**src/rtl/pf_pkg.sv**
```systemverilog
package pf_pkg;
    typedef enum logic [1:0] {
        ST_IDLE,
        ST_FETCH,
        ST_FLUSH,
        ST_FINISH
    } pf_state_t;
endpackage

```
**src/rtl/pf_step_counter.sv**
```systemverilog
module pf_step_counter #(
    parameter int NUM_ELEM = 4,
    parameter int NUM_PAR  = 4,
    localparam int ELEM_W  = $clog2(NUM_ELEM),
    localparam int PAR_W   = $clog2(NUM_PAR)
) (
    input  logic              clk,
    input  logic              rst_n,
    input  logic              clear,
    input  logic              step,
    output logic [ELEM_W-1:0] elem_o,
    output logic [PAR_W-1:0]  par_o,
    output logic              final_o
);
    localparam logic [ELEM_W-1:0] ELEM_MAX = ELEM_W'(NUM_ELEM - 1);
    localparam logic [PAR_W-1:0]  PAR_MAX  = PAR_W'(NUM_PAR - 1);

    logic [ELEM_W-1:0] elem_q;
    logic [PAR_W-1:0]  par_q;

    always_ff @(posedge clk) begin
        if (!rst_n || clear) begin
            elem_q <= '0;
            par_q  <= '0;
        end else if (step) begin
            if (elem_q == ELEM_MAX) begin
                elem_q <= '0;
                par_q  <= par_q + 1'b1;
            end else begin
                elem_q <= elem_q + 1'b1;
            end
        end
    end

    assign elem_o  = elem_q;
    assign par_o   = par_q;
    assign final_o = (elem_q == ELEM_MAX) && (par_q == PAR_MAX);
endmodule

```
**src/rtl/pf_addr_build.sv**
```systemverilog
module pf_addr_build #(
    parameter int NUM_PAR = 4,
    parameter int IDX_W   = 5,
    parameter int ELEM_W  = 2,
    localparam int PAR_W  = $clog2(NUM_PAR)
) (
    input  logic [NUM_PAR*IDX_W-1:0] idx_flat,
    input  logic [PAR_W-1:0]         par_sel,
    input  logic [ELEM_W-1:0]        elem,
    output logic [IDX_W+ELEM_W-1:0]  addr
);
    logic [IDX_W-1:0] idx_arr [NUM_PAR];

    for (genvar g = 0; g < NUM_PAR; g++) begin : g_split
        assign idx_arr[g] = idx_flat[g*IDX_W +: IDX_W];
    end

    assign addr = {idx_arr[par_sel], elem};
endmodule

```
**src/rtl/pf_write_demux.sv**
```systemverilog
module pf_write_demux #(
    parameter int NUM_PAR = 4,
    parameter int ELEM_W  = 2,
    localparam int PAR_W  = $clog2(NUM_PAR)
) (
    input  logic               clk,
    input  logic               rst_n,
    input  logic               rd_fire,
    input  logic [PAR_W-1:0]   par_sel,
    input  logic [ELEM_W-1:0]  elem,
    output logic [NUM_PAR-1:0] wr_en,
    output logic [ELEM_W-1:0]  wr_addr
);
    logic               fire_q;
    logic [PAR_W-1:0]   sel_q;
    logic [ELEM_W-1:0]  elem_q;

    always_ff @(posedge clk) begin
        if (!rst_n) begin
            fire_q <= 1'b0;
            sel_q  <= '0;
            elem_q <= '0;
        end else begin
            fire_q <= rd_fire;
            sel_q  <= par_sel;
            elem_q <= elem;
        end
    end

    for (genvar g = 0; g < NUM_PAR; g++) begin : g_strobe
        assign wr_en[g] = fire_q && (sel_q == PAR_W'(g));
    end

    assign wr_addr = elem_q;
endmodule

```
**src/rtl/parent_fetch_seq.sv**
```systemverilog
module parent_fetch_seq
    import pf_pkg::*;
#(
    parameter int NUM_PAR  = 4,
    parameter int NUM_ELEM = 4,
    parameter int IDX_W    = 5,
    parameter int DATA_W   = 32,
    localparam int ELEM_W  = $clog2(NUM_ELEM),
    localparam int PAR_W   = $clog2(NUM_PAR),
    localparam int ADDR_W  = IDX_W + ELEM_W
) (
    input  logic                     clk,
    input  logic                     rst_n,
    input  logic                     start_i,
    input  logic [NUM_PAR*IDX_W-1:0] idx_i,
    output logic                     pop_rd_en_o,
    output logic [ADDR_W-1:0]        pop_rd_addr_o,
    input  logic [DATA_W-1:0]        pop_rd_data_i,
    output logic [NUM_PAR-1:0]       par_wr_en_o,
    output logic [ELEM_W-1:0]        par_wr_addr_o,
    output logic [DATA_W-1:0]        par_wr_data_o,
    output logic                     busy_o,
    output logic                     done_o
);
    pf_state_t state_q, state_d;

    logic                     accept;
    logic                     final_step;
    logic [ELEM_W-1:0]        elem_cnt;
    logic [PAR_W-1:0]         par_cnt;
    logic [NUM_PAR*IDX_W-1:0] idx_q;

    assign accept = (state_q == ST_IDLE) && start_i;

    // State register
    always_ff @(posedge clk) begin
        if (!rst_n) state_q <= ST_IDLE;
        else        state_q <= state_d;
    end

    // Next-state logic
    always_comb begin
        state_d = state_q;
        unique case (state_q)
            ST_IDLE:   if (start_i)    state_d = ST_FETCH;
            ST_FETCH:  if (final_step) state_d = ST_FLUSH;
            ST_FLUSH:                  state_d = ST_FINISH;
            ST_FINISH:                 state_d = ST_IDLE;
            default:                   state_d = ST_IDLE;
        endcase
    end

    // Outputs decoded from state
    always_comb begin
        pop_rd_en_o = 1'b0;
        busy_o      = 1'b1;
        done_o      = 1'b0;
        unique case (state_q)
            ST_IDLE:   busy_o      = 1'b0;
            ST_FETCH:  pop_rd_en_o = 1'b1;
            ST_FLUSH:  ;
            ST_FINISH: done_o      = 1'b1;
            default:   busy_o      = 1'b0;
        endcase
    end

    // Index capture on an accepted start
    always_ff @(posedge clk) begin
        if (!rst_n)      idx_q <= '0;
        else if (accept) idx_q <= idx_i;
    end

    pf_step_counter #(
        .NUM_ELEM (NUM_ELEM),
        .NUM_PAR  (NUM_PAR)
    ) u_cnt (
        .clk     (clk),
        .rst_n   (rst_n),
        .clear   (accept),
        .step    (pop_rd_en_o),
        .elem_o  (elem_cnt),
        .par_o   (par_cnt),
        .final_o (final_step)
    );

    pf_addr_build #(
        .NUM_PAR (NUM_PAR),
        .IDX_W   (IDX_W),
        .ELEM_W  (ELEM_W)
    ) u_addr (
        .idx_flat (idx_q),
        .par_sel  (par_cnt),
        .elem     (elem_cnt),
        .addr     (pop_rd_addr_o)
    );

    pf_write_demux #(
        .NUM_PAR (NUM_PAR),
        .ELEM_W  (ELEM_W)
    ) u_wr (
        .clk     (clk),
        .rst_n   (rst_n),
        .rd_fire (pop_rd_en_o),
        .par_sel (par_cnt),
        .elem    (elem_cnt),
        .wr_en   (par_wr_en_o),
        .wr_addr (par_wr_addr_o)
    );

    assign par_wr_data_o = pop_rd_data_i;
endmodule

```
**config.mk**
```make
export PLATFORM = sky130hd
export DESIGN_NAME = parent_fetch_seq
export DESIGN_NICKNAME = d
export VERILOG_FILES = /design/src/rtl/pf_pkg.sv /design/src/rtl/pf_step_counter.sv /design/src/rtl/pf_addr_build.sv /design/src/rtl/pf_write_demux.sv /design/src/rtl/parent_fetch_seq.sv
export SDC_FILE = /design/constraint.sdc
export NUM_CORES = 1
export LEC_CHECK = 0
export ABC_AREA = 0
export BUFFER_PORTS_ARGS = -buffer_cell sky130_fd_sc_hd__buf_2
export CAP_MARGIN = 20
export CELL_PAD_IN_SITES_DETAIL_PLACEMENT = 0
export CELL_PAD_IN_SITES_GLOBAL_PLACEMENT = 2
export CORE_MARGIN = 1.5
export CORE_UTILIZATION = 23
export CTS_BUF_LIST = sky130_fd_sc_hd__clkbuf_8
export DETAILED_ROUTE_END_ITERATION = 6
export GPL_ROUTABILITY_DRIVEN = 0
export PLACE_DENSITY_LB_ADDON = 0.1
export SLEW_MARGIN = 15
export SYNTH_ARGS = -nofsm -noshare
export SYNTH_HDL_FRONTEND = slang
export SYNTH_SLANG_ARGS = --single-unit
```
**constraint.sdc**
```tcl
create_clock -name clk -period 1.5 [get_ports clk]
set_input_delay 0.375 -clock clk [delete_from_list [all_inputs] [get_ports clk]]
set_output_delay 0.375 -clock clk [all_outputs]
set_load 0.02 [all_outputs]
```
==> results of run 1 <==
## report_power, final
group          switching (W)  internal [W]
Combinational       0.000514      0.000445
Sequential         0.0000920      0.000974
Clock               0.000283      0.000311
## stage by stage
stage	util, %	setup WS (ns)	instances
2_1_floorplan	-	0.105	180
3_3_place_gp	25.5	-0.0446	282
3_5_place_dp	25.5	-0.0145	282
4_1_cts	27.6	-0.287	291
5_1_grt	27.9	-0.330	291
6_report	27.9	-0.278	291
## sequential cells by signal, summed over array words and instances, names as in the netlist
| register | cells |
|---|---|
| u_cnt.par_o | 2 |
| idx_q | 20 |
| state_q | 2 |
| u_wr.sel_q | 2 |
| u_wr.wr_addr | 2 |
| u_cnt.elem_o | 2 |
| u_wr.fire_q | 1 |
## kinds of logic (layout without fill, tap and decap cells)
group | Yosys count | count (layout) | synth area share [%]
AND/OR/NAND/NOR | 64 | 64 | 16.6
AO/OA/AOI/OAI | 23 | 23 | 10.4
buffers and inverters | 45 | 60 | 19.5
XOR/XNOR | 1 | 1 | 0.539
adder cells (fa/ha/maj) | 7 | 7 | 5.39
flip-flops | 31 | 31 | 38.2
multiplexers | 9 | 9 | 9.40
## cells in the final DEF (no fill, tap or decap), drive strengths merged
| cell | count |
|---|---|
| mux2i | 4 |
| buf | 49 |
| nand3 | 1 |
| ha | 7 |
| and3b | 1 |
| nor3b | 1 |
| nand2 | 49 |
| and3 | 1 |
| clkbuf | 5 |
| clkinv | 1 |
| a2bb2oi | 1 |
| nor2 | 5 |
| and2 | 6 |
| a21boi | 20 |
| mux4 | 5 |
| dfxtp | 31 |
| o21ai | 1 |
| inv | 5 |
| xor2 | 1 |
| a21oi | 1 |
## worst min-delay path: cells and delay by family
family | cells | cell delay, ns
buffers and inverters | 1 | 0.09
AND/OR/NAND/NOR | 1 | 0.04
AO/OA/AOI/OAI | 1 | 0.06
## timing repair
action | CTS | global route
resized for setup | 20 | 5
setup endpoints to repair | 7 | 6
setup buffers | 1 | 0
## path summary, 6_finish.rpt
kind / to / start / depth (start not counted)
worst max-delay path: pop_rd_addr_o[5] / u_cnt.par_o[1]$_SDFFE_PP0P_ / 3
worst min-delay path: idx_q[15]$_SDFFE_PN0P_ / idx_i[15] / 3
worst max register to register: state_q[0]$_SDFFE_PN0P_ / u_cnt.par_o[0]$_SDFFE_PP0P_ / 5
worst min register to register: idx_q[8]$_SDFFE_PN0P_ / idx_q[8]$_SDFFE_PN0P_ / 2
## area by class of cell
| cell class | instances | area, um2 |
|---|---|---|
| clock buffer | 5 | 68.8 |
| clock inverter | 3 | 12.5 |
| fill | 745 | 4900 |
| inverter | 3 | 11.3 |
| multi-input combinational | 104 | 712 |
| sequential | 31 | 631 |
| tap | 96 | 120 |
| timing repair buffer | 49 | 339 |
## routing by layer
layer,wire length [um],vias to the layer above,global-route usage [%]
li1,-,575,-
met5,0,-,0
met2,1640,42,16.0
met1,1510,516,12.1
met3,291,24,3.70
met4,108,0,5.43
==> flow_summary.yaml, run 1 <==
status:
  status: "finished with violations"
  violations: "negative setup slack"
global_routing:
  grtUsageTotal_pct: 10.2
  grt-ovfl-total: 0
  grt_antenna_before_repair: 0
  grt_pass1_wl_um: 5860
  grt_max_degree: 21
  grt_pass1_vias: 1200
sta:
  fin_crit_sh_pct: 119
  fin_skew_ns: 0.00197
  max_freq_ghz: 0.563
  setup_ws_ns: -0.278
  fin_tns_setup_ns: -1.19
  min_period_ns: 1.78
  finalMaxSlewViolations: 0
  setup_viol_count_final: 5
  hold_ws_ns: 0.347
  tightest_slew_ns: 0.355
  hold_viol_final: 0
  slew_headroom_pct: 76.3
  rsz0062_at_grt: "yes"
route:
  antenna_left: 0
  drt-total-wl_um: 3550
  dr.pass1.iters: 4
  wire_per_inst_um: 12.2
  vias: 1157
  drt-initial-drc-count: 48
  drc: 0
  viasPerCell: 3.98
cts:
  htree_num_levels: 2
  cts_root_buffer: "clkbuf_8"
  cts_sinks: 31
  cts_made_buffers: 5
  cts_buffer_depth: 2
  path_clk_slew_ns: 0.06
  clk_latency_ns: 0.27
  cts_hold_buf: 0
  cts_tree: "done"
worst_hold_path:
  holdCritPathClass: "in2reg"
worst_setup_path:
  critical_path.slowest_cell: "mux4_2"
  required_ns: 1.12
  crit_type: "reg2out"
  cp_top_family: "multiplexers"
  worst_setup_path_end_kind: "output port"
  crit_chain: "buf_4 > mux4_2 > buf_6"
  cp_max_fo: 3
  worstPathArrival_ns: 1.40
  worstPathBufferInverterCount: 2
  start_kind: "flop"
  reg2reg_slack_ns: 0.15
  critPathMaxStageDelay_ns: 0.50
cells_and_area:
  fin_nets: 256
  design_area_um2: 1890
  area_delta_synth_final_pct: 16.6
  drive_above_1_share_pct: 35.4
  diodes: 0
power_and_ir_drop:
  fin_total_pwr_w: 0.00262
  irDropWorstVdd_uv: 391
  powerDensity_nw_per_um2: 1380
  leakagePower_nw: 0.822
yosys:
  yosysMostFrequentCell: "nand2_1"
  syn_area_um2: 1620
  async_reset_ff_share_pct: 0
  yosys.area.top_type_share_pct: 38.2
  yosys-top-cells-count: "49 x nand2_1, 34 x buf_4, 31 x dfxtp_1"
  synth_cells: 180
  synth_edf_count: 0
  seq_area_frac_synth_pct: 38.2
  ys_ff_latch: 31
  synth-main-ff-cell: "dfxtp_1"
  synth_area_per_cell_um2: 9.02
  ys_warn_count: 0
  synth.distinct_cells: 23
  yosys.area.top_type: "dfxtp_1"
  syn_nets: 242
  synthTopCellsByArea: "dfxtp_1 38%, buf_4 16%, nand2_1 11%"
die:
  dieArea_um2: 7570
  die_height_um: 87.0
  die_w_um: 87.0
  initial_utilization_pct: 23.9
  num_rows: 30
  io_pins: 103
  core_um2: 6790
placed_design:
  portBuffers: 38
  detailed_place_hpwl_um: 2650
  place_area_um2: 1730
run:
  drv_cap: 0
No activity file was read; power rests on OpenSTA's default activity.
==> inputs of run 2 (changes only) <==
--- a/config.mk
+++ b/config.mk
@@ -6,14 +6,14 @@
 export NUM_CORES = 1
 export LEC_CHECK = 0
 export ABC_AREA = 0
-export BUFFER_PORTS_ARGS = -buffer_cell sky130_fd_sc_hd__buf_2
 export CAP_MARGIN = 20
 export CELL_PAD_IN_SITES_DETAIL_PLACEMENT = 0
 export CELL_PAD_IN_SITES_GLOBAL_PLACEMENT = 2
 export CORE_MARGIN = 1.5
-export CORE_UTILIZATION = 23
+export CORE_UTILIZATION = 34
 export CTS_BUF_LIST = sky130_fd_sc_hd__clkbuf_8
 export DETAILED_ROUTE_END_ITERATION = 6
+export DONT_BUFFER_PORTS = 1
 export GPL_ROUTABILITY_DRIVEN = 0
 export PLACE_DENSITY_LB_ADDON = 0.1
 export SLEW_MARGIN = 15
==> flow_summary.yaml, run 2 (synthesis results as in run 1) <==
status:
  status: "finished with violations"
  violations: "negative setup slack"
cells_and_area:
  mostFrequentLayoutCell: "nand2_1"
  drive_above_1_share_pct: 22.0
  diodes: 0
  regMostFlops: "idx_q"
  largest_register_ffs: 20
  fin_nets: 220
  area_delta_synth_final_pct: -1.70
  design_area_um2: 1600
  final_cell_mix: "49 x nand2_1, 28 x dfxtp_1, 20 x a21boi_0, 12 x buf_4"
global_routing:
  grt_pass1_wl_um: 5350
  grt_pass1_vias: 1150
  grtUsageTotal_pct: 13.4
  grt-ovfl-total: 0
  busiest_layer: "met2"
  grt_max_degree: 31
  globalRouteMet2Util_pct: 20.5
  globalRouteMet1Util_pct: 14.5
  met3_usage_pct: 6.11
  grt_antenna_before_repair: 0
worst_setup_path:
  required_ns: 1.12
  critPathMaxStageDelay_ns: 0.60
  crit_chain: "mux4_2"
  cp_max_fo: 8
  reg2reg_slack_ns: 0.15
  startpoint: "u_cnt.par_o[1]$_SDFFE_PP0P_"
  worstPathArrival_ns: 1.29
  worst_setup_path_end_kind: "output port"
  r2r-end: "state_q[1]$_SDFFE_PN0P_"
  cp-endpoint: "pop_rd_addr_o[6]"
  cp.depth: 1
  cp_top_family: "multiplexers"
  crit_type: "reg2out"
  worstPathBufferInverterCount: 0
  reg2reg_from: "state_q[1]$_SDFFE_PN0P_"
  critical_path.slowest_cell: "mux4_2"
  r2r_cells: 6
  start_kind: "flop"
route:
  dr.pass1.iters: 4
  antenna_left: 0
  drc: 0
  vias: 1050
  drt-initial-drc-count: 52
  wire_per_inst_um: 15.0
  drt-total-wl_um: 3160
  viasPerCell: 4.98
placed_design:
  portBuffers: 0
  place_area_um2: 1490
  detailed_place_hpwl_um: 2340
  place_ws_ns: -0.0652
power_and_ir_drop:
  fin_total_pwr_w: 0.00251
  irDropWorstVdd_uv: 560
  powerDensity_nw_per_um2: 1580
  leakagePower_nw: 0.645
cts:
  cts_made_buffers: 5
  clk_latency_ns: 0.28
  cts_root_buffer: "clkbuf_8"
  cts_hold_buf: 0
  cts_buffer_depth: 2
  cts_tree: "done"
  htree_num_levels: 2
  path_clk_slew_ns: 0.06
  cts_sinks: 31
sta:
  rsz0062_at_grt: "yes"
  setup_ws_ns: -0.167
  max_freq_ghz: 0.600
  fin_crit_sh_pct: 111
  hold_ws_ns: 0.234
  setup_viol_count_final: 5
  hold_viol_final: 0
  fin_skew_ns: 0.00697
  slew_headroom_pct: 75.1
  finalMaxSlewViolations: 0
  min_period_ns: 1.67
  tightest_slew_ns: 0.373
die:
  dieArea_um2: 5200
  die_w_um: 72.1
  num_rows: 24
  die_height_um: 72.1
  io_pins: 103
  initial_utilization_pct: 36.3
  core_um2: 4470
run:
  drv_cap: 0
worst_hold_path:
  holdCritPathClass: "in2reg"
## run 2: cell count changes in the layout (fill, tap and decap cells not counted), moves of 2 or more
cell | before | now
buf_12 | 2 | 0
buf_2 | 32 | 0
buf_4 | 8 | 12
buf_6 | 7 | 1
## run 2: layer usage
layer  share of wire, %  vias up  wire length [um]
met5                  0        -                 0
met2                 44       42              1400
met4                5.4        0               170
li1                   -      504                 -
met1                 39      466              1220
met3                 12       38               370
## run 2: final cells by class
cell class / count / area (um2)
Clock buffer: 5 / 68.8
Clock inverter: 3 / 12.5
Fill cell: 471 / 2880
Inverter: 3 / 11.3
Multi-Input combinational cell: 104 / 711
Sequential cell: 31 / 627
Tap cell: 52 / 65.1
Timing Repair Buffer: 13 / 101
## run 2: per-stage QoR
step / TNS [ns] / cells / util (%)
finish: -0.716 / 211 / 35.7
global route: -0.982 / 211 / 35.7
CTS: -1.01 / 212 / 35.8
detailed placement: -0.628 / 203 / 33.4
global placement: -0.0516 / 203 / 33.4
floorplan: 0 / 180 / -
## run 2: power breakdown
part	switching, W	internal, W	total [W]
sequential	0.0000759	0.000967	0.00104
clock	0.000286	0.000311	0.000597
combinational	0.000487	0.000388	0.000875
## run 2: how the worst min path moves through the flow
stage	end	from	slack, ns	cells after the start
6_report	u_wr.wr_addr[0]$_SDFF_PN0_	rst_n	0.23	1
2_1_floorplan	idx_q[10]$_SDFFE_PN0P_	idx_q[10]$_SDFFE_PN0P_	0.44	2
3_3_place_gp	idx_q[16]$_SDFFE_PN0P_	idx_q[16]$_SDFFE_PN0P_	0.45	2
3_5_place_dp	idx_q[17]$_SDFFE_PN0P_	idx_q[17]$_SDFFE_PN0P_	0.46	2
5_1_grt	u_wr.wr_addr[1]$_SDFF_PN0_	rst_n	0.22	1
4_1_cts	u_wr.wr_addr[0]$_SDFF_PN0_	rst_n	0.22	1
## run 2: what timing repair did
| action | in CTS | in global routing |
|---|---|---|
| endpoints found under the setup margin | 26 | 8 |
| gates resized for setup | 6 | 7 |
| setup buffers | 1 | 0 |
| endpoints found under the hold margin | 0 | 0 |
| pin swaps | 1 | 0 |
